$ cat src/rtl/ecc_log_pkg.sv
package ecc_log_pkg;
   localparam int STAT_W  = 16;
   localparam int B_CE    = 0;
   localparam int B_UE    = 1;
   localparam int B_RFSH  = 8;
   localparam int B_LOCK  = 9;
   localparam int B_THERM = 11;
   localparam logic [STAT_W-1:0] STAT_MASK =
      STAT_W'((1 << B_CE) | (1 << B_UE) | (1 << B_RFSH) | (1 << B_LOCK) | (1 << B_THERM));

   localparam int SEL_STAT = 0;
   localparam int SEL_CMD  = 1;
   localparam int SEL_PTR  = 2;
   localparam int SEL_EXT  = 3;
   localparam int SEL_SYN  = 4;
endpackage

$ cat src/rtl/ecc_log_status.sv
module ecc_log_status
   import ecc_log_pkg::*;
#(
   parameter int W = STAT_W,
   parameter logic [W-1:0] MASK = STAT_MASK
) (
   input  logic         clk,
   input  logic         rst_n,
   input  logic [W-1:0] set_vec,
   input  logic [W-1:0] clr_vec,
   output logic [W-1:0] flags
);
   for (genvar i = 0; i < W; i++) begin : g_bit
      if (MASK[i]) begin : g_live
         always_ff @(posedge clk or negedge rst_n) begin
            if (!rst_n)          flags[i] <= 1'b0;
            else if (set_vec[i]) flags[i] <= 1'b1;
            else if (clr_vec[i]) flags[i] <= 1'b0;
         end
      end else begin : g_rsvd
         assign flags[i] = 1'b0;
         wire unused_bit = set_vec[i] ^ clr_vec[i];
      end
   end
endmodule

$ cat src/rtl/ecc_log_capture.sv
module ecc_log_capture #(
   parameter int ADDR_W    = 33,
   parameter int GRAIN_LSB = 7,
   parameter int SYN_W     = 8
) (
   input  logic                        clk,
   input  logic                        rst_n,
   input  logic                        ce_evt,
   input  logic                        ue_evt,
   input  logic                        ce_held,
   input  logic                        ue_held,
   input  logic [ADDR_W-1:0]           evt_addr,
   input  logic                        evt_chan,
   input  logic [SYN_W-1:0]            evt_syn,
   output logic [ADDR_W-1:GRAIN_LSB]   addr_q,
   output logic                        chan_q,
   output logic [SYN_W-1:0]            syn_q
);
   logic take_ue, take_ce, load;
   wire  unused_lsb = ^evt_addr[GRAIN_LSB-1:0];

   assign take_ue = ue_evt && !ue_held;
   assign take_ce = ce_evt && !ce_held && !ue_held;
   assign load    = take_ue || take_ce;

   always_ff @(posedge clk or negedge rst_n) begin
      if (!rst_n) begin
         addr_q <= '0;
         chan_q <= 1'b0;
         syn_q  <= '0;
      end else if (load) begin
         addr_q <= evt_addr[ADDR_W-1:GRAIN_LSB];
         chan_q <= evt_chan;
         syn_q  <= evt_syn;
      end
   end
endmodule

$ cat src/rtl/ecc_log_regif.sv
module ecc_log_regif
   import ecc_log_pkg::*;
#(
   parameter int ADDR_W    = 33,
   parameter int GRAIN_LSB = 7,
   parameter int SYN_W     = 8,
   parameter int DATA_W    = 32,
   parameter int SEL_W     = 3
) (
   input  logic                      clk,
   input  logic                      rst_n,
   input  logic                      reg_wr,
   input  logic [SEL_W-1:0]          reg_sel,
   input  logic [DATA_W-1:0]         reg_wdata,
   input  logic [STAT_W-1:0]         stat,
   input  logic [ADDR_W-1:GRAIN_LSB] addr_q,
   input  logic                      chan_q,
   input  logic [SYN_W-1:0]          syn_q,
   output logic [STAT_W-1:0]         cmd_q,
   output logic [STAT_W-1:0]         clr_vec,
   output logic [DATA_W-1:0]         reg_rdata
);
   localparam int EXT_W = ADDR_W - DATA_W;

   logic [DATA_W-1:0] ptr_word, ext_word;
   logic              wr_stat, wr_cmd;
   wire               unused_hi = ^reg_wdata[DATA_W-1:STAT_W];

   assign wr_stat = reg_wr && (int'(reg_sel) == SEL_STAT);
   assign wr_cmd  = reg_wr && (int'(reg_sel) == SEL_CMD);
   assign clr_vec = wr_stat ? (reg_wdata[STAT_W-1:0] & STAT_MASK) : '0;

   always_ff @(posedge clk or negedge rst_n) begin
      if (!rst_n)      cmd_q <= '0;
      else if (wr_cmd) cmd_q <= reg_wdata[STAT_W-1:0] & STAT_MASK;
   end

   assign ptr_word = {addr_q[DATA_W-1:GRAIN_LSB], {(GRAIN_LSB-1){1'b0}}, chan_q};
   assign ext_word = {{(DATA_W-EXT_W){1'b0}}, addr_q[ADDR_W-1:DATA_W]};

   always_comb begin
      case (int'(reg_sel))
         SEL_STAT: reg_rdata = DATA_W'(stat);
         SEL_CMD:  reg_rdata = DATA_W'(cmd_q);
         SEL_PTR:  reg_rdata = ptr_word;
         SEL_EXT:  reg_rdata = ext_word;
         SEL_SYN:  reg_rdata = DATA_W'(syn_q);
         default:  reg_rdata = '0;
      endcase
   end
endmodule

$ cat src/rtl/ecc_err_log.sv
module ecc_err_log
   import ecc_log_pkg::*;
#(
   parameter int ADDR_W    = 33,
   parameter int GRAIN_LSB = 7,
   parameter int SYN_W     = 8,
   parameter int DATA_W    = 32,
   parameter int SEL_W     = 3
) (
   input  logic              clk,
   input  logic              rst_n,
   input  logic              ce_evt,
   input  logic              ue_evt,
   input  logic [ADDR_W-1:0] evt_addr,
   input  logic              evt_chan,
   input  logic [SYN_W-1:0]  evt_syn,
   input  logic              rfsh_evt,
   input  logic              lock_evt,
   input  logic              therm_evt,
   input  logic              reg_wr,
   input  logic [SEL_W-1:0]  reg_sel,
   input  logic [DATA_W-1:0] reg_wdata,
   output logic [DATA_W-1:0] reg_rdata,
   output logic              sys_err
);
   if (ADDR_W <= DATA_W || ADDR_W - DATA_W > 8) begin : g_bad_addr
      $error("ADDR_W must exceed DATA_W by 1 to 8 bits");
   end
   if (GRAIN_LSB < 2 || GRAIN_LSB >= DATA_W) begin : g_bad_grain
      $error("GRAIN_LSB out of range");
   end
   if (SYN_W > DATA_W || DATA_W < STAT_W) begin : g_bad_width
      $error("SYN_W or DATA_W out of range");
   end
   if ((1 << SEL_W) <= SEL_SYN) begin : g_bad_sel
      $error("SEL_W too narrow for the register map");
   end

   logic [STAT_W-1:0]         set_vec, clr_vec, stat_q, cmd_q;
   logic [ADDR_W-1:GRAIN_LSB] addr_q;
   logic                      chan_q;
   logic [SYN_W-1:0]          syn_q;
   logic                      sys_err_q;

   always_comb begin
      set_vec          = '0;
      set_vec[B_CE]    = ce_evt;
      set_vec[B_UE]    = ue_evt;
      set_vec[B_RFSH]  = rfsh_evt;
      set_vec[B_LOCK]  = lock_evt;
      set_vec[B_THERM] = therm_evt;
   end

   ecc_log_status #(.W(STAT_W), .MASK(STAT_MASK)) u_stat (
      .clk(clk), .rst_n(rst_n), .set_vec(set_vec), .clr_vec(clr_vec), .flags(stat_q)
   );

   ecc_log_capture #(.ADDR_W(ADDR_W), .GRAIN_LSB(GRAIN_LSB), .SYN_W(SYN_W)) u_cap (
      .clk(clk), .rst_n(rst_n), .ce_evt(ce_evt), .ue_evt(ue_evt),
      .ce_held(stat_q[B_CE]), .ue_held(stat_q[B_UE]),
      .evt_addr(evt_addr), .evt_chan(evt_chan), .evt_syn(evt_syn),
      .addr_q(addr_q), .chan_q(chan_q), .syn_q(syn_q)
   );

   ecc_log_regif #(.ADDR_W(ADDR_W), .GRAIN_LSB(GRAIN_LSB), .SYN_W(SYN_W),
                   .DATA_W(DATA_W), .SEL_W(SEL_W)) u_rif (
      .clk(clk), .rst_n(rst_n), .reg_wr(reg_wr), .reg_sel(reg_sel),
      .reg_wdata(reg_wdata), .stat(stat_q), .addr_q(addr_q), .chan_q(chan_q),
      .syn_q(syn_q), .cmd_q(cmd_q), .clr_vec(clr_vec), .reg_rdata(reg_rdata)
   );

   always_ff @(posedge clk or negedge rst_n) begin
      if (!rst_n) sys_err_q <= 1'b0;
      else        sys_err_q <= |(stat_q & cmd_q);
   end
   assign sys_err = sys_err_q;
endmodule

$ cat config.mk
export PLATFORM = sky130hd
export DESIGN_NAME = ecc_err_log
export DESIGN_NICKNAME = d
export VERILOG_FILES = /design/src/rtl/ecc_log_pkg.sv /design/src/rtl/ecc_log_status.sv /design/src/rtl/ecc_log_capture.sv /design/src/rtl/ecc_log_regif.sv /design/src/rtl/ecc_err_log.sv
export SDC_FILE = /design/constraint.sdc
export NUM_CORES = 1
export LEC_CHECK = 0
export ABC_AREA = 1
export BUFFER_PORTS_ARGS = -buffer_cell sky130_fd_sc_hd__buf_2
export CORE_MARGIN = 4
export CORE_UTILIZATION = 45
export CTS_CLUSTER_SIZE = 40
export DETAILED_ROUTE_END_ITERATION = 7
export PLACE_DENSITY = 0.8
export SYNTH_ARGS = -nofsm -noshare
export SYNTH_HDL_FRONTEND = slang
export SYNTH_SLANG_ARGS = --single-unit
$ cat constraint.sdc
create_clock -name clk -period 1.68 [get_ports clk]
set_clock_uncertainty 0.15 [all_clocks]
set_input_delay 0.084 -clock clk [delete_from_list [all_inputs] [get_ports clk]]
set_output_delay 0.084 -clock clk [all_outputs]
set_load 0.02 [all_outputs]
; ---- After elaboration in Yosys (flattened, before gate mapping)
; Cells that the tools add are included.
[word_totals]
inputBits = 85
register_bits = 46
[op_classes]
reduce_logical = 16
n_mux = 12
n_eq_ne = 5
n_bitwise = 1
[op_table]
columns = cell, n
row1 = case mux 32 bit (5 select lines), 1
row2 = OR reduction 16 bit, 1
row3 = bitwise AND 12 bit, 1
row4 = two-way mux 12 bit, 1
row5 = two-way mux 1 bit, 10
row6 = nonzero test 2 bit, 5
row7 = == test 3 x 2 -> 1 bit (second input constant), 3
row8 = logical NOT 3 bit, 2
row9 = logical AND 1 bit, 5
row10 = == test 3 x 1 -> 1 bit (second input constant), 1
row11 = == test 3 bit (second input constant), 1
row12 = logical NOT 1 bit, 2
row13 = logical OR 1 bit, 1

; ---- Logic depth before layout (Yosys ltp)
[logic_depth]
word_depth = 5
ltp_mapped = 7
ltp_nobuf = 6

; ---- By module
; From an unflattened synthesis, not the netlist that was laid out.
[unflattened]
cells_unflattened = 395
hier_area_um2 = 2985.4
[modules_own_cells]
columns = mod, n_inst, cells_per_inst, seq_area_each_um2, area_each_um2
row1 = ecc_log_capture, 1, 159, 875.8, 1684.1
row2 = ecc_log_regif, 1, 162, 125.1, 852.1
row3 = ecc_log_status, 1, 37, 125.1, 286.5
row4 = ecc_err_log, 1, 37, 25.0, 162.7

; ---- Least setup slack after synthesis
; No wires, ideal clock.
[synth_path]
path_type = register to register
from = register u_stat.flags[1]
to = register u_cap.addr_q[14] (netlist bit)
setup_slack_ns = 0.392
path_stages_with_launch = 6
n_path_buf = 1
period_less_slack_ns = 1.288
t_required_ns = 1.400
arrival_ns = 1.007
setup_ns = 0.130
cell_sequence = dfrtp_1 > inv_2 > nand3_4 > nand2_2 > clkbuf_1 > o21ai_1
[synth_via]
elab_chain_len = 3
[synth_rtl]
columns = item, line_no
row1 = from (decl), ecc_log_status.sv:11  ; output logic [W-1:0] flags
row2 = "from (signal, indexed assignment)", ecc_log_status.sv:16  ; if (!rst_n) flags[i] <= 1'b0;
row3 = "from (signal, indexed assignment)", ecc_log_status.sv:17  ; else if (set_vec[i]) flags[i] <= 1'b1;
row4 = "from (signal, indexed assignment)", ecc_log_status.sv:18  ; else if (clr_vec[i]) flags[i] <= 1'b0;
row5 = logical NOT 1 bit (*), "ecc_log_capture.sv:22, ecc_log_capture.sv:23"
row6 = "logical AND 1 bit, on equally long branches", "ecc_log_capture.sv:22, ecc_log_capture.sv:23"
row7 = logical OR 1 bit (*), ecc_log_capture.sv:24  ; assign load = take_ue || take_ce;
row8 = to (signal assigned), ecc_log_capture.sv:32  ; addr_q <= evt_addr[ADDR_W-1:GRAIN_LSB];
row9 = to (decl), ecc_log_capture.sv:15  ; output logic [ADDR_W-1:GRAIN_LSB] addr_q,
; Every way passes the cells marked *; elsewhere a longest branch is shown, timed or not.
; A chain may end at the register's enable or synchronous reset.

; ---- Worst setup path in the final report
[layout_path]
from = input reg_wdata[0]
to = register u_stat.flags[0]
[layout_via]
elab_chain_len = 2
[layout_rtl]
columns = item, line_no
row1 = from (decl), ecc_err_log.sv:22  ; input logic [DATA_W-1:0] reg_wdata,
row2 = two-way mux 12 bit, ecc_log_regif.sv:31  ; assign clr_vec = wr_stat ? (reg_wdata[STAT_W-1:0] & STAT_MASK) : '0;
row3 = nonzero test 2 bit (no line), n/a
; No other way between the ends.

==> metrics <==
outcome=finished, final reports clean; register area=approximately 1200 µm²; RSZ-0062 raised after global routing=no; clock tree buffer depth=2; vias per inst=around 4.5; synth unique cells=19; Synth area leader=dfrtp_1; synthesized cell area=about 2300 µm²; first-pass GRT wire length=between 9000 and 10,000 µm; CP Class=in2reg; largest net degree at the start of global routing=47; top cells by area, synth=dfrtp_1, nand2_1, o21ai_2; Avg Cell Area, Syn=just over 8 µm²; largest vdd supply drop=0.000501 V; Reg clk slew, reported paths=0.08 ns; Final ANT Viol Nets=0; final hold violations=0; initial antenna violation count=0; delay-heaviest family, CP=buffers and inverters; Critical Path Sink Type=flop; fin crit share=0.866; routed vias=between 2,000 and 2,500; crit-path max FO=2; initial core utilization=0.470; max frequency=approximately 0.69 GHz; most used routing layer in global routing=met2; critical path arrival=roughly 1.5 ns; Yosys warnings=0; endpoints failing setup=0; Clock Latency Late Sink=0.30 ns; Post-Route Utilization=0.698; type of the most critical hold path=in2reg; met3 Use GR=0.0488; cts repair resizes=0; Num CTS Buffers=5; share of cells above drive strength 1=0.310; leakage power=1.78 nW; Top Ports=between 100 and 150; syn nets=between 300 and 400; CP max-delay cell=dlygate4sd3_1; Layout area overhead=48.4%; Synth top area share=0.511; CP Depth=6; total grt overflow=0; CTS tree=done; worst path cell trace=dlygate4sd3_1 -> buf_2 -> nand4_1 -> nand2_1 -> nand2_1 -> dlygate4sd3_1; Die X-Extent=just under 80 µm; flops & latches, synth=46; FF-to-FF path depth=6; CTS Sinks=46; Post-Syn Instances=~270; pwr dens=roughly 920 nW/µm²; H-Tree Depth=2; total negative slack=0 ns; max incr delay on CP=0.54 ns; CTS root buf=clkbuf_8; crit path from=reg_wdata[0]; reg2reg start=u_stat.flags[1]; hold path depth=4; most frequent cells in the layout=nand2_1, buf_2, dlygate4sd3_1; worst slew pin tran=between 0.5 and 0.6 ns; gr usage total=0.202; post-synthesis sequential area ratio=0.511; Min Hold Slack=~0.045 ns; multi-input logic area=roughly 850 µm²; vias in the first global route=between 2,000 and 2,500; GRT met1 Usage=0.256; Slew Limit Fails=0; drt first pass iters=4; area of the die=between 6000 and 7000 µm²; port bufs=83; met2 Resource Use GR=0.351; Max-Cap Viols=0; post-DP HPWL=about 3600 µm; hold path start=reg_wr; drt wl/cell=12.3 µm; Nets=roughly 500; WP data required=between 1.5 and 2 ns; Antenna Diode Count=0; FP Rows=25; drt total wl=approximately 6000 µm; Setup crit start kind=input pin; Buf/Inv on CP=3; Final Critical Period=1.46 ns; 1st-iter DRT viols=74; Core Region=4790 µm²; Die Y=approximately 80 µm; fillcell total=around 360; Slew headroom=0.622; Residual DRC=0; gpl congestion=roughly 0.88
==> where the power goes <==
| part | total [W] | internal [W] | switching [W] |
|---|---|---|---|
| Clock | 0.000804 | 0.000438 | 0.000366 |
| Sequential | 0.00147 | 0.00138 | 0.0000930 |
| Combinational | 0.000798 | 0.000365 | 0.000432 |
==> kinds of logic (layout without fill, tap and decap cells) <==
| kind of cell | after synthesis | after routing | synth area share |
|---|---|---|---|
| compound gates | 31 | 31 | 0.103 |
| buf+inv | 53 | 189 | 0.111 |
| flops | 46 | 46 | 0.511 |
| simple gates | 144 | 144 | 0.275 |
==> cells in the mapped netlist <==
cell      count
buf_2         4
inv_2         2
buf_6         6
nor2_2        2
nand3_1      15
nand4_1       6
o21ai_2      20
clkbuf_1      1
nand2_1      83
dfrtp_1      46
nand2_4       1
nor2_1       28
nand3b_1      1
nand2_2       5
nand3_4       1
o22ai_1       1
o21ai_1      10
nor3_1        2
inv_1        40
==> sequential cells by signal, summed over array words and instances (netlist names) <==
register,cells
u_cap.addr_q,26
u_rif.cmd_q,5
u_cap.chan_q,1
sys_err,1
u_cap.syn_q,8
u_stat.flags,5
==> metal layers <==
metal,routed length [µm],vias to the layer above
met4,52,0
li1,-,1105
met1,2440,981
met3,405,6
met5,0,-
met2,2960,77
==> worst paths after layout <==
kind	endpoint	slack [ns]
worst max-delay path	u_stat.flags[0]	0.22
worst min-delay path	u_rif.cmd_q[11]	0.05
worst max register to register	u_cap.addr_q[23]	0.29
worst min register to register	u_rif.cmd_q[11]	0.36
max in group asynchronous	u_stat.flags[0]	0.73
min in group asynchronous	u_cap.addr_q[31]	0.27
==> what timing repair did <==
item,CTS,global route
setup buffers,0,0
hold buffers,51,0
endpoints found under the hold margin,91,0
==> layout make-up <==
cell class                      count  share of cell area
Sequential cell                    46               0.345
Timing Repair Buffer              139               0.296
Multi-Input combinational cell    175               0.255
Inverter                           42              0.0472
Tap cell                           67              0.0251
Clock buffer                        5              0.0206
Clock inverter                      3              0.0120
==> worst min-delay path, cell delays in order <==
cell and delay, ns:
buf_2 0.15, nand2_2 0.13, nand2_1 0.06, nand2_1 0.05
==> per-stage QoR <==
stage                     total power [W]  setup WS, ns  cells  area, µm²
after floorplan                   0.00198         0.392    274       2250
after global placement            0.00217         0.344    418       2720
after detailed placement          0.00220         0.311    418       2720
after CTS                         0.00310         0.266    477       3340
after global routing              0.00328         0.145    477       3340
final                             0.00307         0.224    477       3340
No activity file was read; power rests on OpenSTA's default activity.
